**config.mk**
```make
export PLATFORM = sky130hd
export DESIGN_NAME = pp_dma_ctrl
export DESIGN_NICKNAME = d
export VERILOG_FILES = /design/src/rtl/pp_dma_pkg.sv /design/src/rtl/pp_dma_chan.sv /design/src/rtl/pp_dma_rx.sv /design/src/rtl/pp_dma_tx.sv /design/src/rtl/pp_dma_ctrl.sv
export SDC_FILE = /design/constraint.sdc
export NUM_CORES = 1
export LEC_CHECK = 0
export ABC_AREA = 1
export BUFFER_PORTS_ARGS = -buffer_cell sky130_fd_sc_hd__clkbuf_2
export CORE_ASPECT_RATIO = 0.7
export CORE_MARGIN = 2
export CORE_UTILIZATION = 50
export CTS_CLUSTER_SIZE = 14
export DETAILED_ROUTE_END_ITERATION = 16
export PLACE_DENSITY = 0.67
export SLEW_MARGIN = 20
export SYNTH_ARGS = -nofsm -noshare
export SYNTH_HDL_FRONTEND = slang
export SYNTH_SLANG_ARGS = --single-unit
```
**constraint.sdc**
```tcl
create_clock -name clk -period 2.4 [get_ports clk]
set_input_delay 0.24 -clock clk [delete_from_list [all_inputs] [get_ports clk]]
set_output_delay 0.24 -clock clk [all_outputs]
set_load 0.1 [all_outputs]
```
**src/rtl/pp_dma_pkg.sv**
```systemverilog
package pp_dma_pkg;
  // control word bit positions
  localparam int CTL_W      = 6;
  localparam int RX_LD_A    = 0;
  localparam int RX_LD_B    = 1;
  localparam int TX_LD_A    = 2;
  localparam int TX_LD_B    = 3;
  localparam int RX_RST     = 4;
  localparam int TX_RST     = 5;
  // address register select bit positions
  localparam int CFG_END_BIT = 0;
  localparam int CFG_BUF_BIT = 1;
  localparam int CFG_DIR_BIT = 2;
  localparam int NUM_DIR     = 2;
  localparam int NUM_BUF     = 2;
endpackage

```
**src/rtl/pp_dma_chan.sv**
```systemverilog
module pp_dma_chan
  import pp_dma_pkg::*;
#(
  parameter int AW = 12
) (
  input  logic                    clk,
  input  logic                    rst,
  input  logic                    dir_rst,
  input  logic [NUM_BUF-1:0]      arm,
  input  logic                    cfg_we,
  input  logic                    cfg_buf,
  input  logic                    cfg_end,
  input  logic [AW-1:0]           cfg_data,
  input  logic                    step,
  output logic [NUM_BUF-1:0]      load,
  output logic                    active,
  output logic [AW-1:0]           ptr,
  output logic [NUM_BUF-1:0]      done
);
  logic [NUM_BUF-1:0][AW-1:0] stg_s, stg_e, lat_s, lat_e;
  logic [NUM_BUF-1:0] arm_ok, load_n, done_n;
  logic               cur, cur_n, nsel, fin;
  logic [AW-1:0]      ptr_n;

  assign arm_ok = arm & ~load & {NUM_BUF{~dir_rst}};

  for (genvar b = 0; b < NUM_BUF; b++) begin : g_buf
    logic [AW-1:0] s_q, e_q, ls_q, le_q;
    always_ff @(posedge clk) begin
      if (rst) begin
        s_q <= '0;
        e_q <= '0;
      end else if (cfg_we && (cfg_buf == 1'(b))) begin
        if (cfg_end) e_q <= cfg_data;
        else         s_q <= cfg_data;
      end
    end
    always_ff @(posedge clk) begin
      if (rst) begin
        ls_q <= '0;
        le_q <= '0;
      end else if (arm_ok[b]) begin
        ls_q <= s_q;
        le_q <= e_q;
      end
    end
    assign stg_s[b] = s_q;
    assign stg_e[b] = e_q;
    assign lat_s[b] = ls_q;
    assign lat_e[b] = le_q;
  end

  assign active = load[cur];
  assign fin    = step & active & (ptr == lat_e[cur]);

  always_comb begin
    load_n = load | arm_ok;
    done_n = '0;
    cur_n  = cur;
    ptr_n  = ptr;
    nsel   = cur;
    if (fin) begin
      load_n[cur] = 1'b0;
      done_n[cur] = 1'b1;
    end else if (step && active) begin
      ptr_n = ptr + 1'b1;
    end
    if (!active || fin) begin
      nsel = fin ? ~cur : (load_n[0] ? 1'b0 : 1'b1);
      if (load_n[nsel]) begin
        cur_n = nsel;
        ptr_n = arm_ok[nsel] ? stg_s[nsel] : lat_s[nsel];
      end
    end
  end

  always_ff @(posedge clk) begin
    if (rst || dir_rst) begin
      load <= '0;
      cur  <= 1'b0;
      ptr  <= '0;
      done <= '0;
    end else begin
      load <= load_n;
      cur  <= cur_n;
      ptr  <= ptr_n;
      done <= done_n;
    end
  end
endmodule

```
**src/rtl/pp_dma_rx.sv**
```systemverilog
module pp_dma_rx #(
  parameter int AW = 12,
  parameter int DW = 8
) (
  input  logic          clk,
  input  logic          rst,
  input  logic          dir_rst,
  input  logic          active,
  input  logic [AW-1:0] ptr,
  input  logic          byte_valid,
  input  logic [DW-1:0] byte_in,
  output logic          step,
  output logic          mem_we,
  output logic [AW-1:0] mem_addr,
  output logic [DW-1:0] mem_wdata
);
  assign step = active & byte_valid & ~dir_rst;

  always_ff @(posedge clk) begin
    if (rst) begin
      mem_we    <= 1'b0;
      mem_addr  <= '0;
      mem_wdata <= '0;
    end else begin
      mem_we <= step;
      if (step) begin
        mem_addr  <= ptr;
        mem_wdata <= byte_in;
      end
    end
  end
endmodule

```
**src/rtl/pp_dma_tx.sv**
```systemverilog
module pp_dma_tx #(
  parameter int AW = 12,
  parameter int DW = 8
) (
  input  logic          clk,
  input  logic          rst,
  input  logic          dir_rst,
  input  logic          active,
  input  logic [AW-1:0] ptr,
  input  logic [DW-1:0] mem_rdata,
  input  logic          shf_ready,
  output logic          step,
  output logic          mem_req,
  output logic [AW-1:0] mem_addr,
  output logic          byte_valid,
  output logic [DW-1:0] byte_out
);
  logic wait_q, issue;

  assign step  = byte_valid & shf_ready & ~dir_rst;
  assign issue = active & ~byte_valid & ~mem_req & ~wait_q;

  always_ff @(posedge clk) begin
    if (rst || dir_rst) begin
      mem_req    <= 1'b0;
      mem_addr   <= '0;
      wait_q     <= 1'b0;
      byte_valid <= 1'b0;
      byte_out   <= '0;
    end else begin
      mem_req <= issue;
      if (issue) mem_addr <= ptr;
      wait_q <= mem_req;
      if (wait_q) begin
        byte_valid <= 1'b1;
        byte_out   <= mem_rdata;
      end else if (step) begin
        byte_valid <= 1'b0;
      end
    end
  end
endmodule

```
**src/rtl/pp_dma_ctrl.sv**
```systemverilog
module pp_dma_ctrl
  import pp_dma_pkg::*;
#(
  parameter int AW = 12,
  parameter int DW = 8
) (
  input  logic             clk,
  input  logic             rst,
  input  logic             ctl_we,
  input  logic [CTL_W-1:0] ctl_wdata,
  output logic [CTL_W-1:0] ctl_rdata,
  input  logic             cfg_we,
  input  logic [2:0]       cfg_sel,
  input  logic [AW-1:0]    cfg_wdata,
  input  logic             rx_byte_valid,
  input  logic [DW-1:0]    rx_byte,
  output logic             rx_mem_we,
  output logic [AW-1:0]    rx_mem_addr,
  output logic [DW-1:0]    rx_mem_wdata,
  output logic [1:0]       rx_done,
  output logic             tx_mem_req,
  output logic [AW-1:0]    tx_mem_addr,
  input  logic [DW-1:0]    tx_mem_rdata,
  input  logic             tx_ready,
  output logic             tx_byte_valid,
  output logic [DW-1:0]    tx_byte,
  output logic [1:0]       tx_done
);
  localparam int RXD = 0;
  localparam int TXD = 1;

  logic [NUM_DIR-1:0][NUM_BUF-1:0] arm_d, load_d, done_d;
  logic [NUM_DIR-1:0]              drst_d, act_d, step_d;
  logic [NUM_DIR-1:0][AW-1:0]      ptr_d;

  assign arm_d[RXD] = {ctl_wdata[RX_LD_B], ctl_wdata[RX_LD_A]} & {NUM_BUF{ctl_we}};
  assign arm_d[TXD] = {ctl_wdata[TX_LD_B], ctl_wdata[TX_LD_A]} & {NUM_BUF{ctl_we}};
  assign drst_d[RXD] = ctl_we & ctl_wdata[RX_RST];
  assign drst_d[TXD] = ctl_we & ctl_wdata[TX_RST];

  for (genvar d = 0; d < NUM_DIR; d++) begin : g_dir
    pp_dma_chan #(.AW(AW)) u_chan (
      .clk      (clk),
      .rst      (rst),
      .dir_rst  (drst_d[d]),
      .arm      (arm_d[d]),
      .cfg_we   (cfg_we && (cfg_sel[CFG_DIR_BIT] == 1'(d))),
      .cfg_buf  (cfg_sel[CFG_BUF_BIT]),
      .cfg_end  (cfg_sel[CFG_END_BIT]),
      .cfg_data (cfg_wdata),
      .step     (step_d[d]),
      .load     (load_d[d]),
      .active   (act_d[d]),
      .ptr      (ptr_d[d]),
      .done     (done_d[d])
    );
  end

  pp_dma_rx #(.AW(AW), .DW(DW)) u_rx (
    .clk        (clk),
    .rst        (rst),
    .dir_rst    (drst_d[RXD]),
    .active     (act_d[RXD]),
    .ptr        (ptr_d[RXD]),
    .byte_valid (rx_byte_valid),
    .byte_in    (rx_byte),
    .step       (step_d[RXD]),
    .mem_we     (rx_mem_we),
    .mem_addr   (rx_mem_addr),
    .mem_wdata  (rx_mem_wdata)
  );

  pp_dma_tx #(.AW(AW), .DW(DW)) u_tx (
    .clk        (clk),
    .rst        (rst),
    .dir_rst    (drst_d[TXD]),
    .active     (act_d[TXD]),
    .ptr        (ptr_d[TXD]),
    .mem_rdata  (tx_mem_rdata),
    .shf_ready  (tx_ready),
    .step       (step_d[TXD]),
    .mem_req    (tx_mem_req),
    .mem_addr   (tx_mem_addr),
    .byte_valid (tx_byte_valid),
    .byte_out   (tx_byte)
  );

  assign ctl_rdata = {2'b00, load_d[TXD], load_d[RXD]};
  assign rx_done   = done_d[RXD];
  assign tx_done   = done_d[TXD];
endmodule

```
* Word-level counts from Yosys, hierarchy flattened
Index checks and enable logic that the tools add are counted.
Storage, ports and cells: flip-flop bits (word level) 270, bits in latches 0, RAM bits 0, memory bits (read-only) 0, bits of input ports 43, output and inout port bits 53, word-level logic and storage cells 156, memories 0
Operators by class: $add $sub $neg 2, multiply operators 0, div/mod/pow operators 0, magnitude comparators 6, equal/unequal tests 2, shift operators 0, mux-type cells 46, bitwise operators 39, reduce and logical (&&, ||, !) cells 29
Operators by type and width (count):
- $mux W12 | 22
- $add A12 B1 Y12 const B | 2
- $eq A12 B12 Y1 | 2
- $mux W1 | 20
- $reduce_and A2 Y1 | 10
- $and A2 B2 Y2 | 8
- $and A1 B1 Y1 | 13
- $not A1 Y1 | 12
- $logic_and A1 B1 Y1 | 10
- $lt A1 B2 Y1 const B | 4
- $not A2 Y2 | 4
- $logic_or A1 B1 Y1 | 4
- $mux W2 | 2
- $or A2 B2 Y2 | 2
- $reduce_or A2 Y1 | 2
- $demux W1 S1 | 2
- $ge A1 B1 Y1 const B | 2
- $logic_not A1 Y1 | 2
- $reduce_bool A2 Y1 | 1

* Depth between registers and ports, before layout
Gate-level depths: netlist of the first run.
depth in word-level cells 14, mapped depth 20, gate-level depth less buffers 18

* Hierarchy
A second synthesis of the first run with hierarchy kept.
Unflattened totals: cell total of the unflattened synthesis 1851, area, all modules 12535.8 µm²
Modules (own cells, without submodules):
- pp_dma_chan at g_dir[1].u_chan | times used 1, cells each 807, area an instance 5392.7 µm², sequential area each 2262.2 µm²
- pp_dma_chan at g_dir[0].u_chan | times used 1, cells each 764, area an instance 5211.2 µm², sequential area each 2262.2 µm²
- pp_dma_tx | times used 1, cells each 129, area an instance 982.2 µm², sequential area each 460.4 µm²
- pp_dma_rx | times used 1, cells each 132, area an instance 870.8 µm², sequential area each 420.4 µm²
- pp_dma_ctrl | times used 1, cells each 19, area an instance 78.8 µm², sequential area each 0.0 µm²

* Worst setup path after synthesis of the first run
Ideal clock, no wire load.
kind reg2reg, from reg g_dir[1].u_chan.load[0], to reg g_dir[1].u_chan.ptr[9], library setup time 109 ps, arrival 2531 ps, data required time 2291 ps, path slack -239 ps, stages on the path, launching flop included 16, buffers on the path 2, clock period less this slack 2639 ps, path through dfxtp_1 > inv_1 > o21ai_2 > inv_2 > nor2_4 > nand4_2 > buf_4 > o21ai_2 > nand2_2 > nand2_4 > inv_2 > buf_6 > nor2_1 > nor2_1 > nand2_1 > inv_1
On the way: word-level cells in the longest chain between the ends 13, elaborated cells on any way between the ends 28, those cells by class 18 x mux; 7 x bitwise; 3 x reduce/logical
Ends and longest elaborated chain:
- start, declared | line pp_dma_chan.sv:15 | output logic [NUM_BUF-1:0] load,
- start signal, assigned | line pp_dma_chan.sv:84 | load <= load_n;
- $not A2 Y2 | line pp_dma_chan.sv:25 | assign arm_ok = arm & ~load & {NUM_BUF{~dir_rst}};
- $and A2 B2 Y2 (2 in a row) | line pp_dma_chan.sv:25
- $or A2 B2 Y2 | line pp_dma_chan.sv:57 | load_n = load | arm_ok;
- $and A2 B2 Y2 (no source line)
- $mux W2 | line pp_dma_chan.sv:62 | if (fin) begin
- $mux W1 (2 in a row) | line pp_dma_chan.sv:69 | nsel = fin ? ~cur : (load_n[0] ? 1'b0 : 1'b1);
- $mux W12 (implied by the code) or $mux W1 (tied branches) (2 in a row) | line pp_dma_chan.sv:72 | ptr_n = arm_ok[nsel] ? stg_s[nsel] : lat_s[nsel];
- $mux W12 | line pp_dma_chan.sv:72
- $mux W12 | line pp_dma_chan.sv:70 | if (load_n[nsel]) begin
- $mux W12 * | line pp_dma_chan.sv:68 | if (!active || fin) begin
- end signal, assigned | line pp_dma_chan.sv:86 | ptr <= ptr_n;
- end, declared | line pp_dma_chan.sv:17 | output logic [AW-1:0] ptr,
Mark *: on every way between the ends. The rest lies on a longest branch, timed or not. The select of a mux whose other input is x is not followed. A chain may end at the register's enable or synchronous reset.

* Worst setup path after layout of the first run
from reg g_dir[0].u_chan.cur, to reg g_dir[0].u_chan.ptr[4]
On the way: word-level cells in the longest chain between the ends 14, elaborated cells on any way between the ends 36, those cells by class 2 x order compare; 1 x eq/ne; 22 x mux; 7 x bitwise; 4 x reduce/logical
Ends and longest elaborated chain:
- start, declared | line pp_dma_chan.sv:22 | logic cur, cur_n, nsel, fin;
- start signal, assigned | line pp_dma_chan.sv:85 | cur <= cur_n;
- $lt A1 B2 Y1 (implied by the code), or another cell as far along | line pp_dma_chan.sv:63 | load_n[cur] = 1'b0;
- $logic_and A1 B1 Y1 (implied by the code) or $mux W1 (tied branches) | line pp_dma_chan.sv:63, pp_dma_chan.sv:53
- $mux W1 (implied by the code) or $and A1 B1 Y1 (tied branches) | line pp_dma_chan.sv:63, pp_dma_rx.sv:17
- $demux W1 S1 or $and A1 B1 Y1 (tied branches)
- $not A2 Y2 (no source line) or $and A1 B1 Y1 (tied branches)
- $and A2 B2 Y2 (no source line) or $and A1 B1 Y1 (tied branches)
- $mux W2 | line pp_dma_chan.sv:62
- $mux W1 (2 in a row) | line pp_dma_chan.sv:69
- $mux W12 (implied by the code) or $mux W1 (tied branches) (2 in a row) | line pp_dma_chan.sv:72
- $mux W12 | line pp_dma_chan.sv:72
- $mux W12 | line pp_dma_chan.sv:70
- $mux W12 * | line pp_dma_chan.sv:68
- end signal, assigned | line pp_dma_chan.sv:86
- end, declared | line pp_dma_chan.sv:17
Marked as above.

==> results.cfg, run 1 <==
[run_status]
status = completed

[final_layout]
drive_gt1_share_pct = 14.5
area_growth_pct = 17.8
nets = 1868
fin_cells = 2159
fill_cells = 2263
n_antenna_cell = 0
multi_input_area_sq_um = 5570
regArea_sq_um = 5420

[drt]
vias = 11300
ant_nets = 0
vias_per_cell = 5.22
drt_first_pass_iters = 5
dr.first_iter.drc_count = 795
routed_wl_um = 33700
drc_errors = 0
post_drt_wl_per_cell_um = 15.6

[synthesis]
ys_top_cells_by_count = nand2_1 (356), nor2_1 (298), dfxtp_1 (270)
synth_top_area_cell = dfxtp_1
synthCells = 1708
yosys_warnings = 0
synth_top_area_share_pct = 45.4
synthTopCellsByArea = dfxtp_1 (45%), nand2_1 (11%), o21ai_0 (9.9%)
synth_cell_type_count = 36
async_flop_share_pct = 0
avgSynthCellArea_sq_um = 6.98
ys_ff_latch = 270
ys_seq_area_share_pct = 45.4
ys_dominant_reg_cell = dfxtp_1
synth_edf_count = 0
synth_most_common_cell = nand2_1
netlist_area_sq_um = 11900

[clocking]
cts.sinks = 270
cts_tree = yes
clk_latency_ns = 0.53
htreeDepth = 1
cts-root-buf = clkbuf_16
path_clk_slew_ns = 0.07
cts_buffers = 26
cts.path.max_buffers = 3

[floorplanning]
die_area_sq_um = 25100
fp.dieH_um = 133
die_x_um = 189
start_util_pct = 50.7
rows = 47
core_sq_um = 23500
ioPinCount = 96

[pwr]
ir_drop_mv = 0.673
power.leakage_uw = 0.00618
power_density_nw_per_um2 = 762

[critical_path]
critPathLaunchType = flop
r2r_end = g_dir[0].u_chan.ptr[4]$_SDFF_PP0_
crit_type = reg2reg
required_ns = 2.82
r2r_cells = 15
crit_path_end_kind = flop
cp.arrival_ns = 2.74
rr_startpoint = g_dir[0].u_chan.cur$_SDFFE_PP0P_
r2r_slack_ns = 0.08
path_max_fanout = 13
crit_start = g_dir[0].u_chan.cur$_SDFFE_PP0P_

[grt]
grt_pass1_vias = 10100
grt_pass1_wl_um = 54100
gr-total-overflow = 0
grt_max_degree = 107
antenna_found_initial = 0
grt.total_usage_pct = 26.8

[timing]
fin_skew_ns = 0.0128
hold_violations = 0
fmax_ghz = 0.431
setup_ws_ns = 0.0809
final.period_utilization_pct = 96.6
setup_viol = 0
rsz0062_at_grt = true
worstMarginPinSlew_ns = 0.911
slew-limit-headroom_pct = 39.2
period_minus_slack_ns = 2.32
drv_slew = 0

[run]
maxCapViolations = 0

[placed_design]
port_buffers = 93
place_ws_ns = -0.314
place_inst = 2091
hpwl_um = 23700
gp_congestion = 0.951

[min_path]
hold_end = g_dir[1].u_chan.g_buf[0].e_q[6]$_SDFFE_PP0P_
min_path_type = in2reg
worstHoldStart = rst
min_path_cells = 2
[metrics by stage]
| stage | hold slack (ns) | util [%] | TNS, ns | power [uW] | area [sq um] |
|---|---|---|---|---|---|
| final | 0.0802 | 59.7 | 0 | 10700 | 14000 |
| after CTS | 0.0716 | 59.0 | 0 | 10700 | 13900 |
| after floorplan | 0.375 | - | 0 | 6140 | 11900 |
| after global placement | 0.431 | 54.8 | -1.18 | 6620 | 12900 |
| after detailed placement | 0.441 | 54.8 | -1.73 | 6640 | 12900 |
| after global routing | 0.0908 | 59.7 | -0.256 | 11100 | 14000 |
[timing repair]
| item | 4_1_cts | 5_1_grt |
|---|---|---|
| hold endpoints to repair | 16 | 0 |
| hold buffers | 16 | 0 |
| pin swaps | 0 | 5 |
| gates cloned | 0 | 1 |
| gates resized for setup | 4 | 30 |
| setup buffers | 0 | 5 |
| setup endpoints to repair | 13 | 25 |
[report_power, final]
part | internal [uW] | leakage [uW] | switching (uW)
sequential | 4710 | 0.00220 | 157
combinational | 563 | 0.00356 | 1230
clock | 2310 | 0.000417 | 1720
[state kept, by name (all words and copies together), names as in the netlist]
register and flops:
u_rx.mem_addr 12, u_rx.mem_wdata 8, g_dir.u_chan.cur 2, g_dir.u_chan.g_buf.ls_q 48, u_tx.byte_valid 1, u_tx.wait_q 1, g_dir.u_chan.done 4, u_tx.byte_out 8
u_tx.mem_req 1, g_dir.u_chan.g_buf.s_q 48, u_tx.mem_addr 12, g_dir.u_chan.load 4, g_dir.u_chan.g_buf.e_q 48, g_dir.u_chan.ptr 24, g_dir.u_chan.g_buf.le_q 48, u_rx.mem_we 1
[per-layer routing]
| layer | track usage (%) | wire [um] | up-vias |
|---|---|---|---|
| met5 | 0 | 0 | - |
| li1 | - | - | 5727 |
| met1 | 42.2 | 17200 | 5132 |
| met2 | 37.3 | 13100 | 374 |
| met4 | 4.60 | 496 | 0 |
| met3 | 5.74 | 2880 | 38 |
[placed cells by master, fill, tap and decap left out, drive strengths merged, types with 9 or more instances in the layout]
master       netlist  final
nor3              14     14
buf               31     71
o21ai            265    265
clkinv             2      9
a21oi            129    129
nand4             13     13
nand3             73     73
dfxtp            270    270
inv              137    137
nand2            366    366
nor2             306    306
xor2              19     19
dlygate4sd3        0     16
clkbuf            64    132
[kinds of logic (layout without fill, tap and decap cells)]
| family | after synthesis | after routing | synth area share, % |
|---|---|---|---|
| AOI/OAI and AO/OA | 400 | 400 | 17.0 |
| xor gates and xnor gates | 19 | 19 | 1.40 |
| DFF | 270 | 270 | 45.4 |
| buffers and inverters | 234 | 366 | 8.55 |
| adders and majority gates | 2 | 2 | 0.210 |
| other | 1 | 2 | 0.0315 |
| and+or+nand+nor | 782 | 782 | 27.4 |
[how the worst max path moves through the flow]
stage,to,slack (ns),cells past startpoint
6_report,g_dir[0].u_chan.ptr[4]$_SDFF_PP0_,0.08,15
5_1_grt,g_dir[0].u_chan.ptr[8]$_SDFF_PP0_,-0.06,14
4_1_cts,g_dir[0].u_chan.ptr[7]$_SDFF_PP0_,0.02,15
3_5_place_dp,g_dir[0].u_chan.ptr[10]$_SDFF_PP0_,-0.31,13
3_3_place_gp,g_dir[0].u_chan.ptr[10]$_SDFF_PP0_,-0.25,13
2_1_floorplan,g_dir[0].u_chan.ptr[7]$_SDFF_PP0_,0.003,12
[critical path: stages (launching register included)]
cell     delay, ns
dfxtp_4       0.41
buf_8         0.15
nand2_1       0.08
nand2_1       0.07
nand2_1       0.06
a21oi_2       0.15
nand2_2       0.10
nor2_8        0.17
nand4_4       0.19
nand2_8       0.17
nor2_4        0.04
nor2_4        0.15
buf_12        0.16
nand2_1       0.07
nor2_2        0.17
nor2_1        0.05
[cell type report]
cell class                 instances  area share [%]
inverter                         139            3.81
clock buffer                      38            5.47
multi-input combinational       1205            39.7
clock inverter                     8           0.464
tap                              318            2.84
sequential                       270            38.6
timing repair buffer             181            9.10
(Power assumes the default switching activity.)
==> run 2: changes to the inputs <==
--- a/config.mk
+++ b/config.mk
@@ -8,7 +8,7 @@
 export ABC_AREA = 1
 export BUFFER_PORTS_ARGS = -buffer_cell sky130_fd_sc_hd__clkbuf_2
 export CORE_ASPECT_RATIO = 0.7
-export CORE_MARGIN = 2
+export CORE_MARGIN = 10
 export CORE_UTILIZATION = 50
 export CTS_CLUSTER_SIZE = 14
 export DETAILED_ROUTE_END_ITERATION = 16
==> constraint.sdc (replaced) <==
create_clock -name clk -period 2.9 [get_ports clk]
set_input_delay 0.29 -clock clk [delete_from_list [all_inputs] [get_ports clk]]
set_output_delay 0.29 -clock clk [all_outputs]
set_load 0.1 [all_outputs]
==> run 2 against run 1 <==
Net effect:
- core utilization decreased by 2.2 points
- clock skew increased by 0.0043 ns
- maximum frequency decreased by 12%
- final area decreased by 3.7%
- combinational power decreased by 25%
- sequential power decreased by 17%
- non-clock buffer count decreased by 49
- clock-buffer cell count unchanged
- register-to-register slack improved by 0.17 ns
- die area increased by 22%
- critical endpoint is now g_dir[1].u_chan.ptr[9]$_SDFF_PP0_
- sequential cell count unchanged
- first-iteration DRC count increased by 33%
==> results.cfg, run 2 (same netlist as run 1, synthesis figures left out) <==
[critical_path]
path_max_fanout = 22
crit_type = reg2reg
endpoint = g_dir[1].u_chan.ptr[9]$_SDFF_PP0_
crit_path_end_kind = flop
required_ns = 3.34
crit_start = g_dir[1].u_chan.cur$_SDFFE_PP0P_
critPathLaunchType = flop
cp.arrival_ns = 3.09
r2r_end = g_dir[1].u_chan.ptr[9]$_SDFF_PP0_
r2r_slack_ns = 0.25
rr_startpoint = g_dir[1].u_chan.cur$_SDFFE_PP0P_
r2r_cells = 15

[floorplanning]
die_area_sq_um = 30500
ioPinCount = 96
start_util_pct = 50.7
die_x_um = 205
fp.dieH_um = 149
core_sq_um = 23500
rows = 47

[timing]
worstMarginPinSlew_ns = 0.859
fmax_ghz = 0.378
rsz0062_at_grt = false
fin_skew_ns = 0.0170
drv_slew = 0
slew-limit-headroom_pct = 42.7
final.period_utilization_pct = 91.2
setup_viol = 0
hold_violations = 0
finalSetupTns_ns = 0
period_minus_slack_ns = 2.65

[drt]
vias_per_cell = 5.27
post_drt_wl_per_cell_um = 16.6
dr.first_iter.drc_count = 1059
drc_errors = 0
ant_nets = 0
vias = 11200
drt_first_pass_iters = 5
routed_wl_um = 35100

[clocking]
cts_tree = yes
clk_latency_ns = 0.55
htreeDepth = 1
path_clk_slew_ns = 0.07
cts.sinks = 270
cts.path.max_buffers = 3
cts-root-buf = clkbuf_16
cts_buffers = 27

[pwr]
power.switching_uw = 2640
p_sw_share_pct = 29.7
pwr-share-comb_pct = 15.2
ir_drop_mv = 0.481
totalPowerFinal_uw = 8870
p_int_uw = 6230
clkPwrFrac_pct = 39.3
power_density_nw_per_um2 = 656
seqPwrFrac_pct = 45.5
power.leakage_uw = 0.00592

[grt]
grt_max_degree = 127
gr-total-overflow = 0
grt_pass1_wl_um = 54900
antenna_found_initial = 1
grt.total_usage_pct = 22.2
grt_pass1_vias = 10000

[final_layout]
final_cell_mix = nand2_1 (355), nor2_1 (298), dfxtp_1 (270), o21ai_0 (236), a21oi_1 (128)
nets = 1820
area_growth_pct = 13.4
layout_commonest_cell = nand2_1
n_antenna_cell = 0
fill_cells = 2317
drive_gt1_share_pct = 11.7

[run_status]
status = completed

[run]
maxCapViolations = 0

[placed_design]
port_buffers = 93
gp_congestion = 0.974
hpwl_um = 24700

[min_path]
min_path_type = in2reg
==> run 2: cell types whose count changed in the layout (fill, tap and decap cells not counted), sizes merged <==
cell / change
clkinvlp: +3
buf: -40
inv: +1
dlygate4sd3: -8
clkbuf: -1
==> run 2: how the worst min path moves through the flow <==
stage,from,cells past startpoint,slack [ns],to
after floorplan,g_dir[0].u_chan.g_buf[1].e_q[0]$_SDFFE_PP0P_,2,0.42,g_dir[0].u_chan.g_buf[1].e_q[0]$_SDFFE_PP0P_
after global placement,g_dir[0].u_chan.g_buf[1].e_q[0]$_SDFFE_PP0P_,2,0.44,g_dir[0].u_chan.g_buf[1].e_q[0]$_SDFFE_PP0P_
after detailed placement,g_dir[0].u_chan.g_buf[1].e_q[0]$_SDFFE_PP0P_,2,0.44,g_dir[0].u_chan.g_buf[1].e_q[0]$_SDFFE_PP0P_
after CTS,rx_byte[7],3,0.006,u_rx.mem_wdata[7]$_SDFFE_PP0N_
after global routing,rx_byte[3],3,0.03,u_rx.mem_wdata[3]$_SDFFE_PP0N_
final,rx_byte[1],3,0.01,u_rx.mem_wdata[1]$_SDFFE_PP0N_
==> run 2: through the flow <==
step | instance area [sq um] | util (%) | worst slack [ns] | hold WS, ns | std cells
6_report | 13500 | 57.5 | 0.254 | 0.0141 | 2114
2_1_floorplan | 11900 | - | 0.261 | 0.420 | 1709
3_3_place_gp | 12500 | 53.3 | 0.239 | 0.437 | 2056
4_1_cts | 13500 | 57.4 | 0.212 | 0.00591 | 2114
5_1_grt | 13500 | 57.5 | 0.0327 | 0.0255 | 2114
3_5_place_dp | 12500 | 53.3 | 0.232 | 0.444 | 2056
==> run 2: timing repair <==
| action | CTS | global route |
|---|---|---|
| hold endpoints to repair | 8 | 0 |
| gates resized for setup | 0 | 1 |
| hold buffers | 8 | 0 |
| setup buffers | 0 | 0 |
| setup endpoints to repair | 0 | 2 |
==> run 2: layer usage <==
| layer | share of wire, % | GRT usage (%) |
|---|---|---|
| met2 | 40 | 31.0 |
| met4 | 1.4 | 3.84 |
| met5 | 0.037 | 0 |
| met3 | 8.7 | 5.16 |
| met1 | 50 | 33.8 |
==> run 2: power by group through the flow <==
| stage | logic (uW) | registers [uW] | clock network [uW] |
|---|---|---|---|
| 2_1_floorplan | 870 | 4210 | 0 |
| 4_1_cts | 1340 | 4030 | 3540 |
| 5_1_grt | 1490 | 4050 | 3680 |
| 3_5_place_dp | 1320 | 4110 | 0 |
| 3_3_place_gp | 1310 | 4110 | 0 |
| 6_report | 1350 | 4030 | 3480 |
==> run 2: worst max-delay path, cell delays in order, from the launching register on <==
cell and delay (ns):
dfxtp_1 0.52, buf_4 0.25, nand2_1 0.10, nand2_1 0.07
nand2_1 0.04, nand2_1 0.06, nand2_1 0.08, nor2_4 0.19
nand4_2 0.17, buf_4 0.20, nand2_1 0.11, nand2_4 0.09
inv_2 0.32, nand3_1 0.19, nand2_1 0.10, inv_1 0.03
==> run 2: final cells by class <==
cell class / instances / area (sq um) / share of cell area, %
Sequential cell: 270 / 5410 / 40.0
Inverter: 139 / 529 / 3.92
Timing Repair Buffer: 132 / 791 / 5.85
Clock inverter: 12 / 108 / 0.796
Tap cell: 318 / 398 / 2.94
Clock buffer: 38 / 777 / 5.75
Multi-Input combinational cell: 1205 / 5510 / 40.8
==> run 3: changes to the inputs <==
--- a/config.mk
+++ b/config.mk
@@ -16,4 +16,5 @@
 export SLEW_MARGIN = 20
 export SYNTH_ARGS = -nofsm -noshare
 export SYNTH_HDL_FRONTEND = slang
+export SYNTH_HIERARCHICAL = 1
 export SYNTH_SLANG_ARGS = --single-unit
==> run 3 against run 2 <==
Net effect:
- wire length increased by 4.5%
- clock power up 5.7%
- synthesized area rose by 5.2%
- maximum frequency increased by 0.81%
- critical path type unchanged
- largest power group unchanged
==> results.cfg, run 3 <==
[run_status]
status = completed

[run]
maxCapViolations = 0

[min_path]
min_path_type = in2reg
min_path_cells = 3
worstHoldStart = rx_byte[6]
hold_end = u_rx/mem_wdata[6]$_SDFFE_PP0P_

[floorplanning]
rows = 48
fp.dieH_um = 152
die_x_um = 209
start_util_pct = 50.8
core_sq_um = 24700
die_area_sq_um = 31900
ioPinCount = 96

[clocking]
cts_buffers = 27
cts-root-buf = clkbuf_16
clk_latency_ns = 0.55
htreeDepth = 1
path_clk_slew_ns = 0.06
cts.path.max_buffers = 3
cts_tree = yes
post-cts-setup-buffers = 0
cts.sinks = 270

[critical_path]
r2r_cells = 16
r2r_end = g_dir[0].u_chan/ptr[4]$_SDFF_PP0_
required_ns = 3.35
crit_type = reg2reg
cp.arrival_ns = 3.08
path_max_fanout = 36
critPathLaunchType = flop
rr_startpoint = g_dir[0].u_chan/cur$_SDFFE_PP0P_
crit_path_end_kind = flop
r2r_slack_ns = 0.27

[final_layout]
final_cell_mix = nand2_1 (440), dfxtp_1 (269), inv_1 (238), a21oi_1 (195), nor2_1 (176)
drive_gt1_share_pct = 10.5
nets = 1974
layout_commonest_cell = nand2_1
n_antenna_cell = 0
area_growth_pct = 13.9
fin_cells = 2273

[timing]
drv_slew = 0
worstMarginPinSlew_ns = 0.802
hold_violations = 0
finalSetupTns_ns = 0
slew-limit-headroom_pct = 46.5
period_minus_slack_ns = 2.63
fin_skew_ns = 0.0217
fmax_ghz = 0.381
setup_viol = 0
final.period_utilization_pct = 90.5
rsz0062_at_grt = false

[synthesis]
ys_top_cells_by_count = nand2_1 (440), dfxtp_1 (270), inv_1 (238)
synth_top_area_share_pct = 43.1
synthCells = 1851
avgSynthCellArea_sq_um = 6.77
synth_top_area_cell = dfxtp_1
synthTopCellsByArea = dfxtp_1 (43%), nand2_1 (13%), a21oi_1 (7.8%)
synth_most_common_cell = nand2_1
synth_cell_type_count = 38
async_flop_share_pct = 0
ys_seq_area_share_pct = 43.1
yosys_warnings = 6
synth_edf_count = 0
netlist_area_sq_um = 12500
ys_dominant_reg_cell = dfxtp_1
ys_ff_latch = 270

[grt]
grt_pass1_wl_um = 58100
antenna_found_initial = 1
grt_max_degree = 84
grt_pass1_vias = 10500
gr-total-overflow = 0
grt.total_usage_pct = 22.0

[placed_design]
port_buffers = 93
place_inst = 2210
hpwl_um = 26100
gp_congestion = 0.960

[drt]
vias_per_cell = 5.20
drc_errors = 0
drt_first_pass_iters = 5
routed_wl_um = 36700
m1WireLength_um = 18500
dr.first_iter.drc_count = 1164
dr_wl_met3_um = 3200
ant_nets = 0
wl_met2_um = 14400
vias = 11800
top_layer = met5
post_drt_wl_per_cell_um = 16.2

[pwr]
power.leakage_uw = 0.00628
power_density_nw_per_um2 = 670
ir_drop_mv = 0.454
run 3: worst max path at each step:
stage / startpoint / to / slack [ns] / depth (start not counted)
after floorplan: g_dir[0].u_chan/load[0]$_SDFF_PP0_ / g_dir[0].u_chan/ptr[3]$_SDFF_PP0_ / 0.002 / 18
final: g_dir[0].u_chan/cur$_SDFFE_PP0P_ / g_dir[0].u_chan/ptr[4]$_SDFF_PP0_ / 0.27 / 16
after global placement: ctl_we / g_dir[0].u_chan/ptr[4]$_SDFF_PP0_ / 0.23 / 17
after CTS: g_dir[0].u_chan/cur$_SDFFE_PP0P_ / g_dir[0].u_chan/ptr[4]$_SDFF_PP0_ / 0.17 / 16
after global routing: g_dir[0].u_chan/cur$_SDFFE_PP0P_ / g_dir[0].u_chan/ptr[5]$_SDFF_PP0_ / 0.01 / 16
after detailed placement: ctl_we / g_dir[0].u_chan/ptr[4]$_SDFF_PP0_ / 0.17 / 17
run 3: power breakdown:
part | leakage, uW | switching, uW | internal (uW)
registers | 0.00220 | 168 | 3920
logic | 0.00362 | 1320 | 479
clock network | 0.000452 | 1480 | 2190
total | 0.00628 | 2970 | 6590
run 3: layer usage:
layer  vias to the layer above  GRT usage (%)
met4                         2           3.89
met3                        46           4.44
met1                      5340           34.4
met2                       397           30.0
met5                         -              0
li1                       6026              -
run 3: area by class of cell:
| class | count | area [sq um] |
|---|---|---|
| Fill cell | 2433 | 10400 |
| Tap cell | 325 | 407 |
| Sequential cell | 270 | 5410 |
| Inverter | 246 | 923 |
| Multi-Input combinational cell | 1239 | 5690 |
| Clock inverter | 11 | 164 |
| Clock buffer | 37 | 763 |
| Timing Repair Buffer | 145 | 918 |
run 3: cell families after synthesis:
family / after synthesis / share of synthesized area (%)
simple gates: 820 / 27.6
compound gates: 397 / 16.2
fa+ha+maj: 2 / 0.200
xor+xnor: 18 / 1.26
buf+inv: 343 / 11.5
flops: 270 / 43.1
other cells: 1 / 0.0299
run 3: worst max-delay path, cell delays in order (launching register included):
cell and delay [ns]:
dfxtp_1 0.41, buf_4 0.26, nand2_1 0.11, nand2_1 0.08
nand2_1 0.05, nand2_1 0.06, nand2_1 0.09, nor2_4 0.15
nand4_4 0.17, nand2_4 0.21, nand2_1 0.11, buf_4 0.26
or2_1 0.24, nand3_1 0.07, nand3_1 0.11, nand2_1 0.10
inv_1 0.04
run 3: repair_timing:
action                                  4_1_cts  5_1_grt
hold endpoints to repair                     15        0
hold buffers                                 15        0
resized for setup                             0        1
endpoints found under the setup margin        0        8
run 3: metrics by stage:
| step | hold WS, ns | instance area [sq um] | setup WS [ns] | power [uW] | utilization (%) |
|---|---|---|---|---|---|
| 5_1_grt | 0.0326 | 14300 | 0.0143 | 9990 | 57.8 |
| 6_report | 0.0307 | 14300 | 0.275 | 9560 | 57.8 |
| 4_1_cts | 0.0107 | 14300 | 0.169 | 9600 | 57.8 |
| 3_3_place_gp | 0.428 | 13200 | 0.229 | 5900 | 53.5 |
| 3_5_place_dp | 0.430 | 13200 | 0.166 | 5920 | 53.5 |
| 2_1_floorplan | 0.359 | 12500 | 0.00175 | 5490 | - |
